`config.mk`:
```
export PLATFORM = sky130hd
export DESIGN_NAME = rs_window_seq
export DESIGN_NICKNAME = d
export VERILOG_FILES = /design/src/rtl/rs_seq_pkg.sv /design/src/rtl/rs_cfg_check.sv /design/src/rtl/rs_scan_ctr.sv /design/src/rtl/rs_reset_row.sv /design/src/rtl/rs_window_seq.sv
export SDC_FILE = /design/constraint.sdc
export NUM_CORES = 1
export LEC_CHECK = 0
export BUFFER_PORTS_ARGS = -buffer_cell sky130_fd_sc_hd__buf_2
export CORE_UTILIZATION = 60
export DETAILED_ROUTE_END_ITERATION = 8
export PLACE_DENSITY_LB_ADDON = 0.1
export SLEW_MARGIN = 20
export SYNTH_ARGS = -nofsm -noshare
export SYNTH_HDL_FRONTEND = slang
export SYNTH_SLANG_ARGS = --single-unit
```
`constraint.sdc`:
```
create_clock -name clk -period 6.3 [get_ports clk]
set_input_delay 0.945 -clock clk [delete_from_list [all_inputs] [get_ports clk]]
set_output_delay 0.945 -clock clk [all_outputs]
set_load 0.005 [all_outputs]
```
`src/rtl/rs_seq_pkg.sv`:
```
package rs_seq_pkg;
  typedef enum logic [1:0] {
    SEQ_IDLE = 2'd0,
    SEQ_SYNC = 2'd1,
    SEQ_RUN  = 2'd2
  } seq_state_t;
endpackage

```
`src/rtl/rs_cfg_check.sv`:
```
module rs_cfg_check #(
  parameter int ROWS = 1026,
  parameter int COLS = 1026,
  parameter int AW   = 11
) (
  input  logic [AW-1:0] row_lo,
  input  logic [AW-1:0] row_hi,
  input  logic [AW-1:0] col_lo,
  input  logic [AW-1:0] col_hi,
  input  logic [AW-1:0] holdoff,
  output logic [AW:0]   height,
  output logic          ok
);
  localparam logic [AW:0] ROW_LIM = (AW+1)'(ROWS);
  localparam logic [AW:0] COL_LIM = (AW+1)'(COLS);

  always_comb begin
    height = {1'b0, row_hi} - {1'b0, row_lo} + (AW+1)'(1);
    ok = (row_lo < row_hi) && (col_lo < col_hi) &&
         ({1'b0, row_hi} < ROW_LIM) && ({1'b0, col_hi} < COL_LIM) &&
         ({1'b0, holdoff} < height);
  end
endmodule

```
`src/rtl/rs_scan_ctr.sv`:
```
module rs_scan_ctr #(
  parameter int AW = 11
) (
  input  logic          clk,
  input  logic          rst_n,
  input  logic          load,
  input  logic          step,
  input  logic [AW-1:0] ld_row,
  input  logic [AW-1:0] ld_col,
  input  logic [AW-1:0] col_lo,
  input  logic [AW-1:0] col_hi,
  input  logic [AW-1:0] row_hi,
  output logic [AW-1:0] row,
  output logic [AW-1:0] col,
  output logic          at_end
);
  assign at_end = (row == row_hi) && (col == col_hi);

  always_ff @(posedge clk) begin
    if (!rst_n) begin
      row <= '0;
      col <= '0;
    end else if (load) begin
      row <= ld_row;
      col <= ld_col;
    end else if (step) begin
      if (col == col_hi) begin
        col <= col_lo;
        if (row != row_hi) row <= row + AW'(1);
      end else begin
        col <= col + AW'(1);
      end
    end
  end

  // column steps by one inside a row, row steps by one at the row end
  p_col_step_r2: assert property (@(posedge clk) disable iff (!rst_n)
    (step && !load && col != col_hi) |=> (col == $past(col) + AW'(1)));
  p_row_step_r2: assert property (@(posedge clk) disable iff (!rst_n)
    (step && !load && col == col_hi && !at_end) |=>
      (row == $past(row) + AW'(1) && col == $past(col_lo)));
endmodule

```
`src/rtl/rs_reset_row.sv`:
```
module rs_reset_row #(
  parameter int AW = 11
) (
  input  logic [AW-1:0] rd_row,
  input  logic [AW-1:0] row_lo,
  input  logic [AW:0]   height,
  input  logic [AW-1:0] holdoff,
  output logic [AW-1:0] rst_row
);
  logic [AW-1:0] offset;
  logic [AW:0]   wrapped;

  always_comb begin
    offset  = rd_row - row_lo;
    wrapped = {1'b0, rd_row} + height - {1'b0, holdoff};
    if (offset >= holdoff) rst_row = rd_row - holdoff;
    else                   rst_row = wrapped[AW-1:0];
  end
endmodule

```
`src/rtl/rs_window_seq.sv`:
```
module rs_window_seq
  import rs_seq_pkg::*;
#(
  parameter int ROWS = 1026,
  parameter int COLS = 1026,
  parameter int AW   = $clog2((ROWS > COLS) ? ROWS : COLS)
) (
  input  logic          clk,
  input  logic          rst_n,
  input  logic          run,
  input  logic          sync_en,
  input  logic          sync_pulse,
  input  logic [AW-1:0] cfg_row_start,
  input  logic [AW-1:0] cfg_row_stop,
  input  logic [AW-1:0] cfg_col_start,
  input  logic [AW-1:0] cfg_col_stop,
  input  logic [AW-1:0] cfg_holdoff,
  input  logic          rd_ready,
  output logic          rd_valid,
  output logic [AW-1:0] rd_row,
  output logic [AW-1:0] rd_col,
  output logic [AW-1:0] rst_row,
  output logic          rst_stb,
  output logic          eof,
  output logic          cfg_err
);
  seq_state_t    state;
  logic [AW-1:0] win_rs, win_re, win_cs, win_ce, win_ho;
  logic [AW:0]   win_h;
  logic [AW:0]   cfg_h;
  logic          cfg_ok;
  logic          start_req, load, beat, at_end;

  rs_cfg_check #(.ROWS(ROWS), .COLS(COLS), .AW(AW)) u_chk (
    .row_lo(cfg_row_start), .row_hi(cfg_row_stop),
    .col_lo(cfg_col_start), .col_hi(cfg_col_stop),
    .holdoff(cfg_holdoff), .height(cfg_h), .ok(cfg_ok)
  );

  assign start_req = (state == SEQ_IDLE) && run;
  assign load      = start_req && cfg_ok;
  assign rd_valid  = (state == SEQ_RUN);
  assign beat      = rd_valid && rd_ready;
  assign eof       = beat && at_end;
  assign rst_stb   = beat && (rd_col == win_cs);

  rs_scan_ctr #(.AW(AW)) u_scan (
    .clk(clk), .rst_n(rst_n), .load(load), .step(beat),
    .ld_row(cfg_row_start), .ld_col(cfg_col_start),
    .col_lo(win_cs), .col_hi(win_ce), .row_hi(win_re),
    .row(rd_row), .col(rd_col), .at_end(at_end)
  );

  rs_reset_row #(.AW(AW)) u_trail (
    .rd_row(rd_row), .row_lo(win_rs), .height(win_h),
    .holdoff(win_ho), .rst_row(rst_row)
  );

  always_ff @(posedge clk) begin
    if (!rst_n) begin
      state   <= SEQ_IDLE;
      cfg_err <= 1'b0;
      win_rs  <= '0;
      win_re  <= '0;
      win_cs  <= '0;
      win_ce  <= '0;
      win_ho  <= '0;
      win_h   <= '0;
    end else begin
      case (state)
        SEQ_IDLE: if (run) begin
          if (cfg_ok) begin
            cfg_err <= 1'b0;
            win_rs  <= cfg_row_start;
            win_re  <= cfg_row_stop;
            win_cs  <= cfg_col_start;
            win_ce  <= cfg_col_stop;
            win_ho  <= cfg_holdoff;
            win_h   <= cfg_h;
            state   <= sync_en ? SEQ_SYNC : SEQ_RUN;
          end else begin
            cfg_err <= 1'b1;
          end
        end
        SEQ_SYNC: if (sync_pulse) state <= SEQ_RUN;
        SEQ_RUN:  if (eof) state <= SEQ_IDLE;
        default:  state <= SEQ_IDLE;
      endcase
    end
  end

  // address held under back-pressure
  p_hold_r3: assert property (@(posedge clk) disable iff (!rst_n)
    (rd_valid && !rd_ready) |=> (rd_valid && $stable(rd_row) && $stable(rd_col)));
  // read address inside the latched window
  p_in_window_r2: assert property (@(posedge clk) disable iff (!rst_n)
    rd_valid |-> (rd_col >= win_cs && rd_col <= win_ce &&
                  rd_row >= win_rs && rd_row <= win_re));
  // trailing row inside the window
  p_trail_window_r5: assert property (@(posedge clk) disable iff (!rst_n)
    rst_stb |-> (rst_row >= win_rs && rst_row <= win_re));
  // zero holdoff resets the row being read
  p_ho_zero_r6: assert property (@(posedge clk) disable iff (!rst_n)
    (rst_stb && win_ho == '0) |-> (rst_row == rd_row));
  // frame ends after the last beat
  p_eof_end_r7: assert property (@(posedge clk) disable iff (!rst_n)
    eof |=> !rd_valid);
  // refused configuration leaves the sequencer idle
  p_err_idle_r8: assert property (@(posedge clk) disable iff (!rst_n)
    cfg_err |-> !rd_valid);
  // no reading before the sync pulse
  p_sync_wait_r9: assert property (@(posedge clk) disable iff (!rst_n)
    (state == SEQ_SYNC && !sync_pulse) |=> !rd_valid);
endmodule

```
==> flow_metrics.py <==
metrics = {
    "sta": {
        "fin_setup_tns_ns": 0,
        "fin_crit_sh_pct": 84.40,
        "skew_ns": 0.009040,
        "relSlewSlack_pct": 27.85,
        "clock.fmax_mhz": 188.1,
        "period_minus_slack_ns": 5.317,
        "drv_slew": 0,
        "setup_violations": 0,
        "tightest_slew_ns": 1.079,
        "rsz0062_at_grt": "no",
        "hold_violations": 0,
    },
    "clock_tree": {
        "htree_levels": 3,
        "cts_buffer_depth": 2,
        "post_cts_buffers": 0,
        "worstSkewPairLatency_ns": 0.34,
        "clk_pin_slew_ns": 0.06,
        "hold_buffers": 0,
        "cts_tree": "built",
        "cts-root-buf": "clkbuf_16",
        "cts.repair.resized": 0,
        "cts-buffers-inserted": 9,
        "clkSinkCount": 91,
    },
    "global_route": {
        "overflow": 0,
        "met2_usage_pct": 44.58,
        "grt_use_met1_pct": 45.35,
        "track_usage_pct": 30.01,
        "grt_pass1_vias": 6164,
        "antenna_found_initial": 1,
        "globalRouteMet3Util_pct": 4.217,
        "grt_pass1_wl_mm": 30.81,
        "busiest_layer": "met1",
        "grt_max_degree": 56,
    },
    "layout": {
        "final_cell_area_um2": 8503,
        "instances_no_fill": 1241,
        "areaGrowthSynthToFinish_pct": 10.83,
        "n_fill_cell": 1072,
        "fin_nets": 1235,
        "regArea_um2": 1822,
        "final_layout_size_suffix_gt1_share_pct": 14.93,
        "multiInputGateArea_um2": 5207,
        "finish.utilization_pct": 69.35,
    },
    "floorplanning": {
        "die_h_um": 115.1,
        "fp-row-count": 40,
        "dieArea_um2": 13240,
        "chipWidth_um": 115.1,
        "ios": 98,
        "core_um2": 12260,
        "start_util_pct": 62.57,
    },
    "pwr": {
        "power.share.combinational_pct": 36.7,
        "internal_power_w": 0.001223,
        "p_total_w": 0.001854,
        "swShare_pct": 34.03,
        "clkPwrFrac_pct": 30.3,
        "power_density_nw_per_um2": 218.1,
        "p_leak_nw": 3.843,
        "peakVddDrop_v": 0.0001271,
        "switchingPower_w": 0.0006309,
        "p_seq_share_pct": 33.0,
    },
    "worst_setup_path": {
        "r2r_start": "u_scan.col[7]",
        "path_max_fanout": 31,
        "slowest_stage": "fa_1",
        "critPathLaunch": "cfg_row_stop[1]",
        "crit_end": "win_h[5]",
        "crit_arrival_ns": 5.58,
        "path_common_cell": "ha_1",
        "endpoint_kind": "register",
        "r2r_end": "u_scan.row[10]",
        "r2r_slack_ns": 2.53,
        "critPathMaxStageDelay_ns": 0.42,
        "crit_type": "input pin to register",
        "required_ns": 6.57,
        "critPathLaunchType": "input pin",
        "reg2reg_depth": 8,
        "worstPathCellList": "buf_2 -> inv_1 -> ha_1 -> inv_1 -> ha_1 -> fa_1 -> maj3_2 -> a2111oi_4 -> nor2_1 -> a21oi_1 -> o21bai_1 -> xnor2_1 -> ha_1 -> o21a_1 -> o21ai_0 -> nor2_1 -> o2bb2ai_1 -> o22ai_2 -> nand3_2 -> buf_4 -> or2_0 -> a21oi_1",
    },
    "flow_run": {
        "cap_violations": 0,
    },
    "synthesis": {
        "synth_nets": 1164,
        "synth_edf_count": 0,
        "synth_top_flop_cell": "dfxtp_1",
        "yosysSeqAreaShare_pct": 23.74,
        "ys_seq_elements": 91,
        "synthDistinctLibCells": 62,
        "synth_area_leaders": "dfxtp_1 24%, ha_1 15%, nand2_1 7.5%, a21oi_1 6.7%, inv_1 5.2%",
        "yosysWarnings": 0,
        "synthMostInstantiatedCell": "nand2_1",
        "netlist.area_leader.share_pct": 23.74,
        "synth_area_per_cell_um2": 7.703,
        "syn_inst": 996,
        "synthArstFlopShare_pct": 0,
        "syn-cell-area_um2": 7672,
        "synth.largest_area_cell": "dfxtp_1",
        "synthTopCellsByCount": "154 x nand2_1, 107 x inv_1, 102 x a21oi_1, 94 x ha_1, 91 x dfxtp_1",
    },
    "placed_design": {
        "dp_hpwl_mm": 15.29,
        "io_buffers": 97,
        "dp.cells": 1224,
        "gp_congestion": 0.8445,
        "place_area_um2": 8188,
    },
    "routing": {
        "vias_per_cell": 5.620,
        "route.detailed.drc": 0,
        "firstDrtPassIters": 5,
        "first_iter_violations": 688,
        "drtAntennaViolNets": 0,
        "vias": 6974,
        "avgRoutedWirePerCell_um": 15.57,
        "wl_mm": 19.32,
    },
    "outcome": {
        "status": "finished, final reports clean",
    },
    "hold_path": {
        "whs_path_depth": 2,
        "hp-class": "register to register",
        "min_from": "win_rs[5]",
    },
}
metal layers:
metal  vias up  part of all wire, %
li1       3542                    -
met1      3187                   50
met2       229                   43
met3        16                  6.4
met4         0                  1.1
met5         -                    0
sequential cells by signal (all words and copies together) (netlist names):
| register | count |
|---|---|
| u_scan.col | 11 |
| u_scan.row | 11 |
| win_ce | 11 |
| win_cs | 11 |
| win_h | 11 |
| win_ho | 11 |
| win_re | 11 |
| win_rs | 11 |
| state | 2 |
| cfg_err | 1 |
area by class of cell:
| class | instances | area share, % |
|---|---|---|
| antenna | 1 | 0.02943 |
| clock buffer | 11 | 2.972 |
| clock inverter | 5 | 0.7063 |
| inverter | 108 | 4.768 |
| multi-input combinational | 754 | 61.24 |
| sequential | 91 | 21.42 |
| tap | 168 | 2.472 |
| timing repair buffer | 103 | 6.386 |
power groups by stage:
stage / registers (W) / logic (W) / clock network [W]
floorplan: 0.000616 / 0.000486 / 0
global placement: 0.000623 / 0.000661 / 0
detailed placement: 0.000623 / 0.000673 / 0
CTS: 0.000610 / 0.000680 / 0.000565
global route: 0.000613 / 0.000769 / 0.000586
finish: 0.000611 / 0.000681 / 0.000562
critical path, delay by kind of cell:
kind	cells	cell delay, ns
compound gates	8	1.51
xor+xnor	1	0.22
buf+inv	4	0.57
fa+ha+maj	5	1.59
simple gates	4	0.76
stage by stage:
step	setup slack [ns]	hold slack, ns
after global routing	0.6439	0.4766
after detailed placement	0.7389	0.4519
final	0.9825	0.4617
after global placement	0.8953	0.4417
after CTS	1.044	0.4602
after floorplan	1.419	0.4319
worst min path at each step:
stage	endpoint	slack, ns
2_1_floorplan	win_h[1]	0.43
3_3_place_gp	win_h[6]	0.44
3_5_place_dp	win_rs[5]	0.45
4_1_cts	win_rs[5]	0.46
5_1_grt	win_rs[5]	0.48
6_report	win_rs[5]	0.46
kinds of logic (layout without fill, tap and decap cells):
kind of cell,after synthesis,after routing,synth area share (%)
buffers and inverters,151,227,8.398
and+or+nand+nor,335,335,20.63
AOI/OAI and AO/OA,242,242,20.38
muxes,6,6,0.7828
DFF,91,91,23.74
adders and majority gates,108,108,18.87
xor gates and xnor gates,63,63,7.192
other,0,1,0
placed cells by master (no fill, tap or decap), drive strengths merged, types with 3 or more instances in the layout:
| cell type | instances |
|---|---|
| o21ai | 32 |
| xor2 | 37 |
| a21oi | 119 |
| nand2b | 11 |
| nand3 | 23 |
| dfxtp | 91 |
| inv | 109 |
| xnor2 | 26 |
| a21o | 12 |
| or2 | 7 |
| or3 | 8 |
| nor2b | 9 |
| nand2 | 164 |
| ha | 94 |
| a31oi | 5 |
| and2 | 8 |
| and3 | 9 |
| nor4 | 10 |
| nor3 | 20 |
| o21a | 13 |
| clkbuf | 11 |
| a41oi | 3 |
| and4 | 3 |
| a31o | 3 |
| a211oi | 13 |
| fa | 13 |
| o22ai | 4 |
| mux2i | 6 |
| o211ai | 10 |
| o31a | 3 |
| nor2 | 50 |
| nand4 | 10 |
| a311o | 3 |
| buf | 103 |
No activity file was read; power rests on OpenSTA's default activity.
